**config.mk**
```make
export PLATFORM = sky130hd
export DESIGN_NAME = cpuif_ack_unit
export DESIGN_NICKNAME = d
export VERILOG_FILES = /design/src/rtl/cpuif_pkg.sv /design/src/rtl/cpuif_qualify.sv /design/src/rtl/cpuif_active_stack.sv /design/src/rtl/cpuif_ack_unit.sv
export SDC_FILE = /design/constraint.sdc
export NUM_CORES = 1
export LEC_CHECK = 0
export BUFFER_PORTS_ARGS = -buffer_cell sky130_fd_sc_hd__buf_2
export CORE_MARGIN = 1.5
export CORE_UTILIZATION = 44
export CTS_CLUSTER_SIZE = 28
export DETAILED_ROUTE_END_ITERATION = 12
export MAX_ROUTING_LAYER = met4
export RECOVER_POWER = 100
export SKIP_CTS_REPAIR_TIMING = 1
export SYNTH_ARGS = -nofsm -noshare
export SYNTH_HDL_FRONTEND = slang
export SYNTH_SLANG_ARGS = --single-unit
```
**constraint.sdc**
```tcl
create_clock -name clk_i -period 7.6 [get_ports clk_i]
set_clock_uncertainty 0.2 [all_clocks]
set_input_delay 0 -clock clk_i [delete_from_list [all_inputs] [get_ports clk_i]]
set_output_delay 0 -clock clk_i [all_outputs]
set_load 0.03 [all_outputs]
```
**src/rtl/cpuif_pkg.sv**
```systemverilog
package cpuif_pkg;

    localparam int ID_W      = 10;
    localparam int SRC_W     = 3;
    localparam int PRIO_W    = 8;
    localparam int DATA_W    = 32;
    localparam int SGI_COUNT = 16;

    localparam logic [ID_W-1:0]   MAX_VALID_ID = ID_W'(1019);
    localparam logic [ID_W-1:0]   SPURIOUS_ID  = ID_W'(1023);
    localparam logic [PRIO_W:0]   IDLE_PRIO    = {1'b1, {PRIO_W{1'b0}}};

    typedef enum logic [1:0] {
        SEL_CTRL  = 2'd0,
        SEL_PMASK = 2'd1,
        SEL_ACK   = 2'd2,
        SEL_EOI   = 2'd3
    } reg_sel_e;

    typedef struct packed {
        logic [ID_W-1:0]   id;
        logic [SRC_W-1:0]  src;
        logic [PRIO_W-1:0] prio;
    } act_entry_t;

    typedef struct packed {
        logic              en;
        logic [PRIO_W-1:0] pmask;
        logic              irq;
        logic [DATA_W-1:0] rdata;
        logic              ack_v;
        logic [ID_W-1:0]   ack_id;
        logic [SRC_W-1:0]  ack_src;
        logic              eoi_v;
        logic [ID_W-1:0]   eoi_id;
        logic [SRC_W-1:0]  eoi_src;
    } unit_state_t;

    function automatic logic is_sgi(input logic [ID_W-1:0] id);
        return id < ID_W'(SGI_COUNT);
    endfunction

endpackage

```
**src/rtl/cpuif_qualify.sv**
```systemverilog
module cpuif_qualify
    import cpuif_pkg::*;
(
    input  logic              en_i,
    input  logic [PRIO_W-1:0] pmask_i,
    input  logic [PRIO_W:0]   run_prio_i,
    input  logic              full_i,
    input  logic              cand_valid_i,
    input  logic [ID_W-1:0]   cand_id_i,
    input  logic [PRIO_W-1:0] cand_prio_i,
    output logic              signal_o
);

    logic id_ok;
    logic mask_ok;
    logic run_ok;

    always_comb begin
        id_ok    = cand_id_i <= MAX_VALID_ID;
        mask_ok  = cand_prio_i < pmask_i;
        run_ok   = {1'b0, cand_prio_i} < run_prio_i;
        signal_o = en_i && cand_valid_i && !full_i && id_ok && mask_ok && run_ok;
    end

endmodule

```
**src/rtl/cpuif_active_stack.sv**
```systemverilog
module cpuif_active_stack
    import cpuif_pkg::*;
#(
    parameter  int DEPTH = 4,
    localparam int CNT_W = $clog2(DEPTH + 1)
) (
    input  logic              clk_i,
    input  logic              rst_ni,
    input  logic              push_i,
    input  act_entry_t        push_entry_i,
    input  logic              eoi_i,
    input  logic [ID_W-1:0]   eoi_id_i,
    input  logic [SRC_W-1:0]  eoi_src_i,
    output logic              eoi_hit_o,
    output logic [PRIO_W:0]   run_prio_o,
    output logic [PRIO_W:0]   run_prio_nxt_o,
    output logic              full_o,
    output logic              full_nxt_o,
    output logic [CNT_W-1:0]  count_o
);

    typedef struct packed {
        act_entry_t [DEPTH-1:0] ent;
        logic [CNT_W-1:0]       cnt;
    } stack_t;

    stack_t st_d, st_q;
    logic   hit;

    function automatic logic [PRIO_W:0] top_prio(input act_entry_t [DEPTH-1:0] e,
                                                 input logic [CNT_W-1:0] c);
        logic [PRIO_W:0] p;
        p = IDLE_PRIO;
        for (int i = 0; i < DEPTH; i++) begin
            if (c == CNT_W'(i + 1)) p = {1'b0, e[i].prio};
        end
        return p;
    endfunction

    always_comb begin
        int hit_idx;
        st_d    = st_q;
        hit     = 1'b0;
        hit_idx = 0;
        // most recent matching entry wins: later indices overwrite
        for (int i = 0; i < DEPTH; i++) begin
            if (CNT_W'(i) < st_q.cnt && st_q.ent[i].id == eoi_id_i &&
                (!is_sgi(eoi_id_i) || st_q.ent[i].src == eoi_src_i)) begin
                hit     = 1'b1;
                hit_idx = i;
            end
        end
        if (eoi_i && hit) begin
            for (int i = 0; i < DEPTH - 1; i++) begin
                if (i >= hit_idx) st_d.ent[i] = st_q.ent[i+1];
            end
            st_d.cnt = st_q.cnt - 1'b1;
        end
        if (push_i && st_d.cnt < CNT_W'(DEPTH)) begin
            for (int i = 0; i < DEPTH; i++) begin
                if (st_d.cnt == CNT_W'(i)) st_d.ent[i] = push_entry_i;
            end
            st_d.cnt = st_d.cnt + 1'b1;
        end
    end

    always_ff @(posedge clk_i or negedge rst_ni) begin
        if (!rst_ni) st_q <= '0;
        else         st_q <= st_d;
    end

    assign eoi_hit_o      = eoi_i && hit;
    assign run_prio_o     = top_prio(st_q.ent, st_q.cnt);
    assign run_prio_nxt_o = top_prio(st_d.ent, st_d.cnt);
    assign full_o         = st_q.cnt == CNT_W'(DEPTH);
    assign full_nxt_o     = st_d.cnt == CNT_W'(DEPTH);
    assign count_o        = st_q.cnt;

endmodule

```
**src/rtl/cpuif_ack_unit.sv**
```systemverilog
module cpuif_ack_unit
    import cpuif_pkg::*;
#(
    parameter int STACK_DEPTH = 4
) (
    input  logic                  clk_i,
    input  logic                  rst_ni,
    input  logic                  cand_valid_i,
    input  logic [ID_W-1:0]       cand_id_i,
    input  logic [PRIO_W-1:0]     cand_prio_i,
    input  logic [SRC_W-1:0]      cand_src_i,
    input  logic                  reg_rd_i,
    input  logic                  reg_wr_i,
    input  logic [1:0]            reg_sel_i,
    input  logic [DATA_W-1:0]     reg_wdata_i,
    output logic [DATA_W-1:0]     reg_rdata_o,
    output logic                  irq_o,
    output logic                  ack_valid_o,
    output logic [ID_W-1:0]       ack_id_o,
    output logic [SRC_W-1:0]      ack_src_o,
    output logic                  eoi_valid_o,
    output logic [ID_W-1:0]       eoi_id_o,
    output logic [SRC_W-1:0]      eoi_src_o
);

    localparam int CNT_W = $clog2(STACK_DEPTH + 1);

    unit_state_t      st_d, st_q;
    reg_sel_e         sel;
    logic             ok_now, ok_next;
    logic             ack_take, eoi_req, eoi_hit;
    logic [PRIO_W:0]  run_prio, run_prio_nxt;
    logic             full, full_nxt;
    logic [CNT_W-1:0] act_cnt;
    logic             ctrl_en;
    logic [SRC_W-1:0] cand_src_eff;
    logic [ID_W-1:0]  eoi_id_w;
    logic [SRC_W-1:0] eoi_src_w;
    act_entry_t       push_entry;

    assign sel          = reg_sel_e'(reg_sel_i);
    assign cand_src_eff = is_sgi(cand_id_i) ? cand_src_i : '0;
    assign eoi_id_w     = reg_wdata_i[ID_W-1:0];
    assign eoi_src_w    = reg_wdata_i[ID_W +: SRC_W];
    assign ack_take     = reg_rd_i && sel == SEL_ACK && ok_now;
    assign eoi_req      = reg_wr_i && sel == SEL_EOI;
    assign push_entry   = '{id: cand_id_i, src: cand_src_eff, prio: cand_prio_i};
    assign ctrl_en      = st_q.en;

    cpuif_qualify u_qual_now (
        .en_i         (st_q.en),
        .pmask_i      (st_q.pmask),
        .run_prio_i   (run_prio),
        .full_i       (full),
        .cand_valid_i (cand_valid_i),
        .cand_id_i    (cand_id_i),
        .cand_prio_i  (cand_prio_i),
        .signal_o     (ok_now)
    );

    cpuif_qualify u_qual_next (
        .en_i         (st_d.en),
        .pmask_i      (st_d.pmask),
        .run_prio_i   (run_prio_nxt),
        .full_i       (full_nxt),
        .cand_valid_i (cand_valid_i),
        .cand_id_i    (cand_id_i),
        .cand_prio_i  (cand_prio_i),
        .signal_o     (ok_next)
    );

    cpuif_active_stack #(.DEPTH(STACK_DEPTH)) u_stack (
        .clk_i          (clk_i),
        .rst_ni         (rst_ni),
        .push_i         (ack_take),
        .push_entry_i   (push_entry),
        .eoi_i          (eoi_req),
        .eoi_id_i       (eoi_id_w),
        .eoi_src_i      (eoi_src_w),
        .eoi_hit_o      (eoi_hit),
        .run_prio_o     (run_prio),
        .run_prio_nxt_o (run_prio_nxt),
        .full_o         (full),
        .full_nxt_o     (full_nxt),
        .count_o        (act_cnt)
    );

    always_comb begin
        st_d       = st_q;
        st_d.rdata = '0;
        st_d.ack_v = 1'b0;
        st_d.eoi_v = 1'b0;

        if (reg_wr_i) begin
            case (sel)
                SEL_CTRL:  st_d.en    = reg_wdata_i[0];
                SEL_PMASK: st_d.pmask = reg_wdata_i[PRIO_W-1:0];
                default: ;
            endcase
        end

        if (reg_rd_i) begin
            case (sel)
                SEL_CTRL:  st_d.rdata[0]          = st_q.en;
                SEL_PMASK: st_d.rdata[PRIO_W-1:0] = st_q.pmask;
                SEL_ACK: begin
                    if (ack_take) begin
                        st_d.rdata[ID_W-1:0]    = cand_id_i;
                        st_d.rdata[ID_W+:SRC_W] = cand_src_eff;
                    end else begin
                        st_d.rdata[ID_W-1:0]    = SPURIOUS_ID;
                    end
                end
                default: ;
            endcase
        end

        if (ack_take) begin
            st_d.ack_v   = 1'b1;
            st_d.ack_id  = cand_id_i;
            st_d.ack_src = cand_src_eff;
        end

        if (eoi_hit) begin
            st_d.eoi_v   = 1'b1;
            st_d.eoi_id  = eoi_id_w;
            st_d.eoi_src = is_sgi(eoi_id_w) ? eoi_src_w : '0;
        end

        st_d.irq = ok_next;
    end

    always_ff @(posedge clk_i or negedge rst_ni) begin
        if (!rst_ni) st_q <= '0;
        else         st_q <= st_d;
    end

    assign reg_rdata_o = st_q.rdata;
    assign irq_o       = st_q.irq;
    assign ack_valid_o = st_q.ack_v;
    assign ack_id_o    = st_q.ack_id;
    assign ack_src_o   = st_q.ack_src;
    assign eoi_valid_o = st_q.eoi_v;
    assign eoi_id_o    = st_q.eoi_id;
    assign eoi_src_o   = st_q.eoi_src;

endmodule

```
==> results.md, run 1 <==
* Run status: complete, but fails checks
* Violated checks: hold timing, capacitance limit, slew limit
* Layout area overhead at 14.0%
* Number of buffers inserted during clock tree synthesis at 17
* Req. time, crit path at 7720 ps
* Register share of total power at 42.4%
* Sum of net half-perimeters after detailed placement at 16,400 um
* Via count of the first global-routing pass at 6,258
* Worst hold-check slack at -5.95 ps
* Startpoint-to-endpoint class of the critical path: reg -> reg
* Post-Route Utilization at 51.6%
* Final net count at 1,084
* ANT nets after route at 0
* Sink Count at 138
* CP Max Fanout at 15
* Avg WL per Cell at 19.1 um
* Total number of H-tree levels at 4
* Startpoint of the most critical register-to-register path: u_stack.count_o[0]$_DFF_PN0_
* Core ar. at 18,900 um2
* Ratio of final minimum period to clock period at 88.3%
* Clock network fraction of total power at 42.5%
* Async set-or-reset flop fraction in the synthesized netlist at 100%
* Worst setup slack for register-to-register paths at 890 ps
* Final setup vio count at 0
* Relative slew slack at -187%
* Crit path time final at 6710 ps
* Post-synth top flop: sky130_fd_sc_hd__dfrtp_1
* Power, Total at 1.87 mW
* Average instance area after synthesis at 9.42 um2
* Storage cell area at 3450 um2
* Worst min-delay path class: in -> reg
* DR vias at 6,770
* Count of final hold-check violations at 3
* First-pass GRT wire length at 36,200 um
* Final count of pins violating max slew at 141
* Vias per inst at 5.40
* Top-level port count at 121
* Iter 0 DRT Violations at 569
* Reported net switching power at 0.558 mW
* Remaining routing DRC violations at 0
* Cell Pwr Density at 191 nW/um2
* Starting density of the core at 45.3%
* Sequential share of the synthesized area at 40.3%
* Die Area at 20,300 um2
* Multi-input gate area at 4370 um2
* Antenna violations before repair at 0
* Buffers from clock root to sink, at most at 2
* Worst-case reg-to-reg path depth at 26
* Layout cells sized above 1 at 11.9%
* Register bit count reported by yosys at 138
* Max frequency at 149 MHz
* Maximum VDD drop at 0.147 mV
* Leakage power at 4.72 nW
* Worst Setup End Kind: flip-flop
* End of the worst hold path: reg_rdata_o[2]$_DFF_PN0_
* Number of enable flip-flop cells after synthesis at 0
* Maximum number of pins on one net before global-route repair at 78
* Number of input and output port buffers inserted at 82
* CTS root buffer: sky130_fd_sc_hd__clkbuf_16
* Number of inserted filler cells in the final layout at 1,845
* YS warnings at 0
* WHS Path Cells at 4
* Combinational power share at 15.1%
* Source-to-sink clock delay at the later pin of the worst-skew pair at 430 ps
* Sum of routed wire length over all layers at 23,900 um
* Reported max-cap violation count at 2
* Clock edge transition at the registers on the reported setup and hold paths at 60 ps
* Number of detailed-routing iterations run before antenna repair at 5
* Worst EP arrival at 6830 ps
* Count of different cell masters after synthesis at 71
* GRT Resource Usage Total at 24.5%
* Clock tree from TritonCTS: done
* Hold wc startpoint: reg_sel_i[0]
* Die Y-Extent at 143 um
* Crit Reg-Reg Endpoint: irq_o$_DFF_PN0_
* Pin slew with the least headroom to its limit at 4310 ps
* Setup crit start kind: flip-flop
* P_int at 1.31 mW
* Gate count after technology mapping at 909
* Final RePlAce weighted congestion at 0.917
* Netlist Area Pre-Place at 8560 um2
* Total global routing overflow at 0
* Unrepaired setup endpoints after global routing: false
* Std-Cell Rows at 50
* Number of diodes at 0
* Net switching fraction of the power at 29.9%
* Accumulated negative setup slack at 0 ps
* Overall die width at 143 um
-- sequential cells by signal, indices dropped and copies added (netlist names) --
name             count
ctrl_en              1
reg_rdata_o         13
eoi_src_o            3
u_stack.st_q        84
eoi_id_o            10
ack_id_o            10
eoi_valid_o          1
u_stack.count_o      3
ack_valid_o          1
irq_o                1
st_q                 8
ack_src_o            3
-- critical path: stages, from the launching register on --
cell and delay (ps):
sky130_fd_sc_hd__dfrtp_1 540, sky130_fd_sc_hd__inv_1 230, sky130_fd_sc_hd__ha_1 260, sky130_fd_sc_hd__nor2b_1 420
sky130_fd_sc_hd__clkbuf_1 220, sky130_fd_sc_hd__a222oi_1 120, sky130_fd_sc_hd__nor3_1 140, sky130_fd_sc_hd__a21oi_1 90
sky130_fd_sc_hd__ha_1 320, sky130_fd_sc_hd__a21o_1 160, sky130_fd_sc_hd__a21o_1 170, sky130_fd_sc_hd__a2111oi_0 450
sky130_fd_sc_hd__o311a_1 270, sky130_fd_sc_hd__clkbuf_1 270, sky130_fd_sc_hd__nand4_1 190, sky130_fd_sc_hd__mux2i_4 230
sky130_fd_sc_hd__buf_4 250, sky130_fd_sc_hd__o21ai_0 150, sky130_fd_sc_hd__a22o_1 200, sky130_fd_sc_hd__a21oi_1 190
sky130_fd_sc_hd__ha_1 270, sky130_fd_sc_hd__and4_1 220, sky130_fd_sc_hd__a21oi_1 140, sky130_fd_sc_hd__nand2_1 60
sky130_fd_sc_hd__a31o_1 180, sky130_fd_sc_hd__a211o_1 290, sky130_fd_sc_hd__a311oi_1 310
-- routing by layer --
metal | track usage, % | vias up | wire length [um]
met5 | - | - | 0
met4 | 8.08 | 0 | 440
met3 | 4.10 | 35 | 1500
met2 | 36.3 | 252 | 10900
met1 | 34.1 | 3250 | 11100
li1 | - | 3233 | -
-- Yosys cell counts (all sizes together) (2+ instances only) --
master   number  area [um2]
dfrtp       138        3450
nor3b         4        35.0
buf          85         593
a32o          5        50.1
a2111o        2        22.5
xor2         12         105
a21boi        3        22.5
mux2i        68         681
mux2         23         259
a211o         2        17.5
xnor2        44         400
nor3         16        91.3
nand4        15        93.8
nor2         52         195
a311oi        2        23.8
and3          2        12.5
o311a         3        31.3
nand2b        3        18.8
a2111oi       2        17.5
nor2b         3        18.8
a22o          8        70.1
a21oi        62         310
and2          3        18.8
nor4          6        43.8
nand3        19         105
a211oi        2        15.0
or4           2        18.8
a222oi        8        80.1
nand2       131         507
a21o          5        37.5
o21a          6        45.0
ha           42         526
o21ai        54         278
clkbuf       27         101
inv          32         123
-- per-stage QoR --
step           std cells  setup WS [ps]  area, um2  hold slack, ps
6_report            1253            890       9760           -5.95
4_1_cts             1209           1050       9430            -553
5_1_grt             1253            358       9760            35.5
3_3_place_gp        1179           1130       8880            -101
3_5_place_dp        1179           1160       8880            -102
2_1_floorplan        927           1670       8630            -496
-- cell type report --
class | instances | area share [%]
multi-input cells | 644 | 44.8
inverters | 33 | 1.30
clock buffers | 18 | 4.40
well taps | 260 | 3.33
repair buffers | 148 | 9.55
clock inverters | 12 | 1.22
flip-flops and latches | 138 | 35.4
-- cells by family after synthesis --
logic type               count (synthesis)  synth area share (%)
buffers and inverters                  145                  9.58
AO/OA/AOI/OAI                          175                  13.0
AND/OR/NAND/NOR                        261                  14.0
other                                    1                0.0438
multiplexers                            91                  11.0
flip-flops                             138                  40.3
adder cells (fa/ha/maj)                 42                  6.14
XOR/XNOR                                56                  5.90
-- power by group through the flow --
stage	sequential [mW]	clock, mW	combinational (mW)
2_1_floorplan	0.798	0	0.216
3_3_place_gp	0.803	0	0.270
3_5_place_dp	0.802	0	0.273
4_1_cts	0.790	0.804	0.274
5_1_grt	0.795	0.840	0.309
6_report	0.792	0.795	0.282
-- worst max path at each step --
stage,cells past startpoint,to,slack (ps),start
finish,26,irq_o$_DFF_PN0_,890,u_stack.count_o[0]$_DFF_PN0_
global route,25,irq_o$_DFF_PN0_,360,u_stack.count_o[0]$_DFF_PN0_
CTS,27,irq_o$_DFF_PN0_,1050,u_stack.count_o[0]$_DFF_PN0_
detailed placement,27,irq_o$_DFF_PN0_,1160,u_stack.count_o[0]$_DFF_PN0_
global placement,27,irq_o$_DFF_PN0_,1130,u_stack.count_o[0]$_DFF_PN0_
floorplan,28,irq_o$_DFF_PN0_,1670,u_stack.count_o[0]$_DFF_PN0_
-- layout by cell type (no fill, tap or decap), types with 42 or more instances in the layout --
cell type	instances
sky130_fd_sc_hd__ha_1	42
sky130_fd_sc_hd__dfrtp_1	138
sky130_fd_sc_hd__clkbuf_1	52
sky130_fd_sc_hd__dlygate4sd3_1	44
sky130_fd_sc_hd__nor2_1	52
sky130_fd_sc_hd__xnor2_1	42
sky130_fd_sc_hd__a21oi_1	62
sky130_fd_sc_hd__mux2i_1	67
sky130_fd_sc_hd__nand2_1	130
sky130_fd_sc_hd__o21ai_0	50
Note: power is estimated with default switching activity, not from simulation.
==> inputs of run 2 (changes only) <==
clock period = 7.9 ns   (was 7.6 ns; I/O delays follow)
==> results.md, run 2 (synthesis results as in run 1) <==
* Clock edge transition at the registers on the reported setup and hold paths at 60 ps (about the same)
* CP Max Fanout at 22 (was 15)
* First-pass GRT wire length at 36,600 um (was 36,200 um)
* WHS Path Cells at 4 (unchanged)
* Iter 0 DRT Violations at 469 (was 569)
* Die Y-Extent at 143 um (unchanged)
* Cell type with the highest occurrence count on the critical path: sky130_fd_sc_hd__a21oi_1
* GRT Resource Usage Total at 24.7% (was 24.5%)
* Remaining routing DRC violations at 0 (unchanged)
* Storage cell area at 3450 um2 (unchanged)
* Number of input and output port buffers inserted at 82 (unchanged)
* Buffers from clock root to sink, at most at 2 (unchanged)
* Die Area at 20,300 um2 (unchanged)
* Number of buffers inserted during clock tree synthesis at 17 (unchanged)
* Number of detailed-routing iterations run before antenna repair at 5 (unchanged)
* Post-route insts no fill at 1,253 (unchanged)
* Avg WL per Cell at 19.0 um (was 19.1 um)
* Final setup vio count at 0 (unchanged)
* Leakage power at 4.72 nW (about the same)
* Layout area overhead at 14.0% (about the same)
* Sink Count at 138 (unchanged)
* Starting density of the core at 45.3% (unchanged)
* Clock tree from TritonCTS: done (unchanged)
* Number of inserted filler cells in the final layout at 1,822 (was 1,845)
* Inst Count DP at 1,179 (unchanged)
* Run status: complete, but fails checks (unchanged)
* P_int at 1.28 mW (was 1.31 mW)
* Net switching fraction of the power at 29.4% (was 29.9%)
* Crit path time final at 7200 ps (was 6710 ps)
* CP max stage delay at 990 ps (was 540 ps)
* Reported net switching power at 0.536 mW (was 0.558 mW)
* Critical path cell sequence: inv_2 -> a2111o_1 -> nor3_1 -> a22oi_1 -> a31oi_4 -> clkbuf_1 -> nand2_1 -> buf_4 -> mux2i_1 -> a21oi_1 -> a32o_1 -> a21oi_1 -> ha_1 -> and4_1 -> a21oi_1 -> nand2_1 -> a31o_1 -> a211o_1 -> a311oi_1
* Worst Setup End Kind: flip-flop (unchanged)
* Crit Reg-Reg Endpoint: irq_o$_DFF_PN0_ (unchanged)
* Startpoint of the most critical register-to-register path: u_stack.count_o[2]$_DFF_PN0_ (was u_stack.count_o[0]$_DFF_PN0_)
* Cell Pwr Density at 186 nW/um2 (was 191 nW/um2)
* ANT nets after route at 0 (unchanged)
* Pin slew with the least headroom to its limit at 4640 ps (was 4310 ps)
* End of the worst hold path: reg_rdata_o[8]$_DFF_PN0_ (was reg_rdata_o[2]$_DFF_PN0_)
* Combinational power share at 14.9% (was 15.1%)
* Buffers & Inverters on Critical Path at 3 (was 4)
* Register share of total power at 41.8% (was 42.4%)
* Overall die width at 143 um (unchanged)
* Final RePlAce weighted congestion at 0.923 (was 0.917)
* Delay-heaviest family, CP: compound AO/OA/AOI/OAI gates (unchanged)
* Top-level port count at 121 (unchanged)
* Maximum VDD drop at 0.153 mV (was 0.147 mV)
* Sum of routed wire length over all layers at 23,700 um (was 23,900 um)
* Antenna violations before repair at 0 (unchanged)
* Worst setup slack for register-to-register paths at 700 ps (was 890 ps)
* Setup crit start kind: flip-flop (unchanged)
* Unrepaired setup endpoints after global routing: false (unchanged)
* Total number of H-tree levels at 4 (unchanged)
* Most used cells in the layout excluding fill and tap cells: sky130_fd_sc_hd__dfrtp_1 (138), sky130_fd_sc_hd__nand2_1 (130), sky130_fd_sc_hd__mux2i_1 (67), sky130_fd_sc_hd__a21oi_1 (62), sky130_fd_sc_hd__clkbuf_1 (53) (was sky130_fd_sc_hd__dfrtp_1 (138), sky130_fd_sc_hd__nand2_1 (130), sky130_fd_sc_hd__mux2i_1 (67), sky130_fd_sc_hd__a21oi_1 (62))
* Final count of pins violating max slew at 83 (was 141)
* DR vias at 6,712 (was 6,770)
* Core ar. at 18,900 um2 (unchanged)
* Top reg by flops: u_stack.st_q (unchanged)
* Total global routing overflow at 0 (unchanged)
* Std-Cell Rows at 50 (unchanged)
* Worst-case reg-to-reg path depth at 19 (was 26)
* Req. time, crit path at 7990 ps (was 7720 ps)
* Ratio of final minimum period to clock period at 91.2% (was 88.3%)
* Sum of net half-perimeters after detailed placement at 16,500 um (was 16,400 um)
* Maximum number of pins on one net before global-route repair at 83 (was 78)
* Accumulated negative setup slack at 0 ps (unchanged)
* Worst min-delay path class: in -> reg (unchanged)
* Number of diodes at 0 (unchanged)
* Source-to-sink clock delay at the later pin of the worst-skew pair at 430 ps (about the same)
* Flip-flop count of the largest register after layout at 84 (unchanged)
* Multi-input gate area at 4370 um2 (about the same)
* Hold wc startpoint: reg_sel_i[1] (was reg_sel_i[0])
* Final net count at 1,082 (was 1,084)
* Leading cell type in the layout, fill and taps excluded: sky130_fd_sc_hd__dfrtp_1 (unchanged)
* Violated checks: hold timing, capacitance limit, slew limit (unchanged)
* Clock network fraction of total power at 43.4% (was 42.5%)
* Relative slew slack at -209% (was -187%)
* Worst hold-check slack at -10.2 ps (was -5.95 ps)
* Layout cells sized above 1 at 12.0% (was 11.9%)
* Max frequency at 139 MHz (was 149 MHz)
* Vias per inst at 5.36 (was 5.40)
* Count of final hold-check violations at 2 (was 3)
* CTS root buffer: sky130_fd_sc_hd__clkbuf_16 (unchanged)
* Worst EP arrival at 7300 ps (was 6830 ps)
* Startpoint-to-endpoint class of the critical path: reg -> reg (unchanged)
* Reported max-cap violation count at 1 (was 2)
* Worst path slowest cell: sky130_fd_sc_hd__clkbuf_1 (was sky130_fd_sc_hd__dfrtp_1)
* Via count of the first global-routing pass at 6,377 (was 6,258)
run 2: area by class of cell:
| cell class | instances | area share (%) |
|---|---|---|
| multi-input cells | 644 | 44.7 |
| repair buffers | 146 | 9.30 |
| inverters | 33 | 1.29 |
| well taps | 260 | 3.33 |
| clock inverters | 12 | 1.29 |
| flip-flops and latches | 138 | 35.4 |
| clock buffers | 20 | 4.68 |
run 2: how the worst max path moves through the flow:
stage / start / end / slack, ps / cells past startpoint
floorplan: u_stack.count_o[0]$_DFF_PN0_ / irq_o$_DFF_PN0_ / 1970 / 28
global placement: u_stack.count_o[0]$_DFF_PN0_ / irq_o$_DFF_PN0_ / 980 / 27
detailed placement: u_stack.count_o[0]$_DFF_PN0_ / irq_o$_DFF_PN0_ / 1000 / 27
CTS: u_stack.count_o[0]$_DFF_PN0_ / irq_o$_DFF_PN0_ / 920 / 27
global route: u_stack.count_o[0]$_DFF_PN0_ / irq_o$_DFF_PN0_ / 180 / 28
finish: u_stack.count_o[2]$_DFF_PN0_ / irq_o$_DFF_PN0_ / 700 / 19
run 2: per-layer routing:
metal  global-route usage, %  part of all wire (%)  up-vias
li1                        -                     -     3219
met2                    36.8                    45      227
met4                    5.70                   1.4        0
met3                    5.18                   5.7       25
met1                    34.4                    48     3241
met5                       -                     0        -
run 2: power by group through the flow:
stage | logic [mW] | clock network [mW] | registers [mW]
6_report | 0.271 | 0.789 | 0.760
3_5_place_dp | 0.263 | 0 | 0.770
3_3_place_gp | 0.261 | 0 | 0.770
5_1_grt | 0.299 | 0.833 | 0.764
2_1_floorplan | 0.208 | 0 | 0.767
4_1_cts | 0.264 | 0.803 | 0.759
run 2: tightest hold or removal path: cells and delay by family:
kind	cells	cell delay, ps
adders and majority gates	1	280
buffers and inverters	1	130
AOI/OAI and AO/OA	1	50
and+or+nand+nor	1	120
run 2: through the flow:
stage / hold slack, ps / worst slack (ps) / power [mW] / util [%] / cell area [um2]
2_1_floorplan: -496 / 1970 / 0.975 / - / 8630
3_3_place_gp: -83.2 / 978 / 1.03 / 47.0 / 8880
3_5_place_dp: -84.7 / 1000 / 1.03 / 47.0 / 8880
4_1_cts: -537 / 920 / 1.83 / 50.1 / 9460
5_1_grt: 23.6 / 181 / 1.90 / 51.7 / 9770
6_report: -10.2 / 699 / 1.82 / 51.7 / 9770
==> inputs of run 3 (changes only) <==
PLACE_DENSITY = 0.71   (was not set)
clock period = 6.3 ns   (was 7.9 ns; I/O delays follow)
==> results.md, run 3 (synthesis results as in run 1) <==
* Run status: complete, but fails checks (unchanged)
* Violated checks: hold timing, capacitance limit, slew limit (unchanged)
* Start point of the critical path: u_stack.count_o[0]$_DFF_PN0_ (was u_stack.count_o[2]$_DFF_PN0_)
* Total global routing overflow at 0 (unchanged)
* Leakage power at 4.85 nW (was 4.72 nW)
* ANT nets after route at 0 (unchanged)
* Relative slew slack at -81.8% (was -209%)
* Core ar. at 18,900 um2 (unchanged)
* GRT Resource Usage Total at 24.2% (was 24.7%)
* Vias per inst at 5.56 (was 5.36)
* Cell Pwr Density at 233 nW/um2 (was 186 nW/um2)
* Total number of H-tree levels at 4 (unchanged)
* Req. time, crit path at 6440 ps (was 7990 ps)
* Count of final hold-check violations at 6 (was 2)
* Setup crit start kind: flip-flop (unchanged)
* Overall die width at 143 um (unchanged)
* Number of detailed-routing iterations run before antenna repair at 6 (was 5)
* Layout cells sized above 1 at 14.5% (was 12.0%)
* Layout area overhead at 16.3% (was 14.0%)
* Maximum number of pins on one net before global-route repair at 89 (was 83)
* Source-to-sink clock delay at the later pin of the worst-skew pair at 440 ps (was 430 ps)
* Startpoint of the most critical register-to-register path: u_stack.count_o[0]$_DFF_PN0_ (was u_stack.count_o[2]$_DFF_PN0_)
* Final setup vio count at 0 (unchanged)
* Inst Count DP at 1,192 (was 1,179)
* Number of input and output port buffers inserted at 82 (unchanged)
* Top reg by flops: u_stack.st_q (unchanged)
* Worst Setup End Kind: flip-flop (unchanged)
* Leading cell type in the layout, fill and taps excluded: sky130_fd_sc_hd__dfrtp_1 (unchanged)
* Number of diodes at 0 (unchanged)
* CTS root buffer: sky130_fd_sc_hd__clkbuf_16 (unchanged)
* Antenna violations before repair at 0 (unchanged)
* Sum of routed wire length over all layers at 23,500 um (was 23,700 um)
* Buffers from clock root to sink, at most at 2 (unchanged)
* Post-Route Utilization at 52.7% (was 51.7%)
* Via count of the first global-routing pass at 6,661 (was 6,377)
* Flip-flop count of the largest register after layout at 84 (unchanged)
* Startpoint-to-endpoint class of the critical path: reg -> reg (unchanged)
* Die Area at 20,300 um2 (unchanged)
* Unrepaired setup endpoints after global routing: false (unchanged)
* First-pass GRT wire length at 36,300 um (was 36,600 um)
* Accumulated negative setup slack at 0 ps (unchanged)
* DR vias at 7,044 (was 6,712)
* Sink Count at 138 (unchanged)
* Most used cells in the layout excluding fill and tap cells: sky130_fd_sc_hd__dfrtp_1 (138), sky130_fd_sc_hd__nand2_1 (128), sky130_fd_sc_hd__mux2i_1 (67), sky130_fd_sc_hd__a21oi_1 (62), sky130_fd_sc_hd__nor2_1 (52) (was sky130_fd_sc_hd__dfrtp_1 (138), sky130_fd_sc_hd__nand2_1 (130), sky130_fd_sc_hd__mux2i_1 (67), sky130_fd_sc_hd__a21oi_1 (62), sky130_fd_sc_hd__clkbuf_1 (53))
* Starting density of the core at 45.3% (unchanged)
* Reported max-cap violation count at 1 (unchanged)
* Std-Cell Rows at 50 (unchanged)
* Maximum VDD drop at 0.211 mV (was 0.153 mV)
* Worst EP arrival at 6170 ps (was 7300 ps)
* Clock edge transition at the registers on the reported setup and hold paths at 60 ps (about the same)
* Sum of net half-perimeters after detailed placement at 16,200 um (was 16,500 um)
* Worst min-delay path class: in -> reg (unchanged)
* Avg WL per Cell at 18.5 um (was 19.0 um)
* Final count of pins violating max slew at 52 (was 83)
* Max frequency at 166 MHz (was 139 MHz)
* Post-route insts no fill at 1,267 (was 1,253)
* Worst-case reg-to-reg path depth at 26 (was 19)
* Ratio of final minimum period to clock period at 95.7% (was 91.2%)
* Final net count at 1,096 (was 1,082)
* Die Y-Extent at 143 um (unchanged)
* Final RePlAce weighted congestion at 0.921 (was 0.923)
* Crit path time final at 6030 ps (was 7200 ps)
* Worst setup slack for register-to-register paths at 270 ps (was 700 ps)
* Clock tree from TritonCTS: done (unchanged)
* Pin slew with the least headroom to its limit at 2730 ps (was 4640 ps)
* CP Max Fanout at 10 (was 22)
* Remaining routing DRC violations at 0 (unchanged)
* Number of buffers inserted during clock tree synthesis at 17 (unchanged)
* Iter 0 DRT Violations at 707 (was 469)
* Crit Reg-Reg Endpoint: irq_o$_DFF_PN0_ (unchanged)
* Worst hold-check slack at -30.0 ps (was -10.2 ps)
* Top-level port count at 121 (unchanged)
* Endpoint of the worst setup timing path: irq_o$_DFF_PN0_ (unchanged)
run 3: through the flow:
stage	total power, mW	area [um2]	setup WS, ps
2_1_floorplan	1.22	8630	365
3_5_place_dp	1.30	8970	160
4_1_cts	2.32	9560	62.9
5_1_grt	2.41	9960	5.12
6_report	2.32	9960	269
3_3_place_gp	1.29	8970	201
run 3: layer usage:
metal	vias up	GRT usage, %	wire length (um)
met1	3445	32.1	10500
li1	3253	-	-
met3	47	3.77	1480
met5	-	-	0
met2	299	36.8	10900
met4	0	10.1	584
run 3: worst min-delay path by stage:
stage | from | to | cells past startpoint
global route | reg_sel_i[0] | reg_rdata_o[1]$_DFF_PN0_ | 4
detailed placement | rst_ni | u_stack.st_q[49]$_DFF_PN0_ | 1
floorplan | rst_ni | ack_id_o[0]$_DFFE_PN0N_ | 0
global placement | rst_ni | u_stack.st_q[49]$_DFF_PN0_ | 1
CTS | rst_ni | u_stack.st_q[49]$_DFF_PN0_ | 1
finish | reg_sel_i[1] | reg_rdata_o[9]$_DFF_PN0_ | 4
run 3: where the power goes:
group	total [mW]	switching (mW)	leakage, nW	internal [mW]
clock	1.02	0.421	0.290	0.604
combinational	0.345	0.232	2.69	0.112
sequential	0.954	0.0274	1.87	0.927
run 3: cell type report:
| type | instances | area, um2 |
|---|---|---|
| clock buffers | 19 | 443 |
| clock inverters | 13 | 155 |
| fillers | 1742 | 8930 |
| inverters | 33 | 130 |
| multi-input cells | 644 | 4420 |
| flip-flops and latches | 138 | 3450 |
| well taps | 260 | 325 |
| repair buffers | 160 | 1030 |
run 3: critical path: stages, from the launching register on:
cell and delay, ps:
sky130_fd_sc_hd__dfrtp_1 440, sky130_fd_sc_hd__inv_1 110, sky130_fd_sc_hd__buf_4 150, sky130_fd_sc_hd__ha_1 130, sky130_fd_sc_hd__and2_1 450, sky130_fd_sc_hd__a21oi_1 170
sky130_fd_sc_hd__ha_1 340, sky130_fd_sc_hd__nand4_1 110, sky130_fd_sc_hd__a21oi_1 190, sky130_fd_sc_hd__a2111oi_2 100, sky130_fd_sc_hd__buf_4 150, sky130_fd_sc_hd__o311a_1 350
sky130_fd_sc_hd__nand2_1 160, sky130_fd_sc_hd__clkinvlp_4 210, sky130_fd_sc_hd__nand2_2 140, sky130_fd_sc_hd__nor3b_1 60, sky130_fd_sc_hd__o311a_2 350, sky130_fd_sc_hd__a22o_1 230
sky130_fd_sc_hd__mux2_2 260, sky130_fd_sc_hd__a21oi_1 170, sky130_fd_sc_hd__ha_1 270, sky130_fd_sc_hd__and4_1 210, sky130_fd_sc_hd__a21oi_1 150, sky130_fd_sc_hd__nand2_1 60
sky130_fd_sc_hd__a31o_1 190, sky130_fd_sc_hd__a211o_1 300, sky130_fd_sc_hd__a311oi_2 280
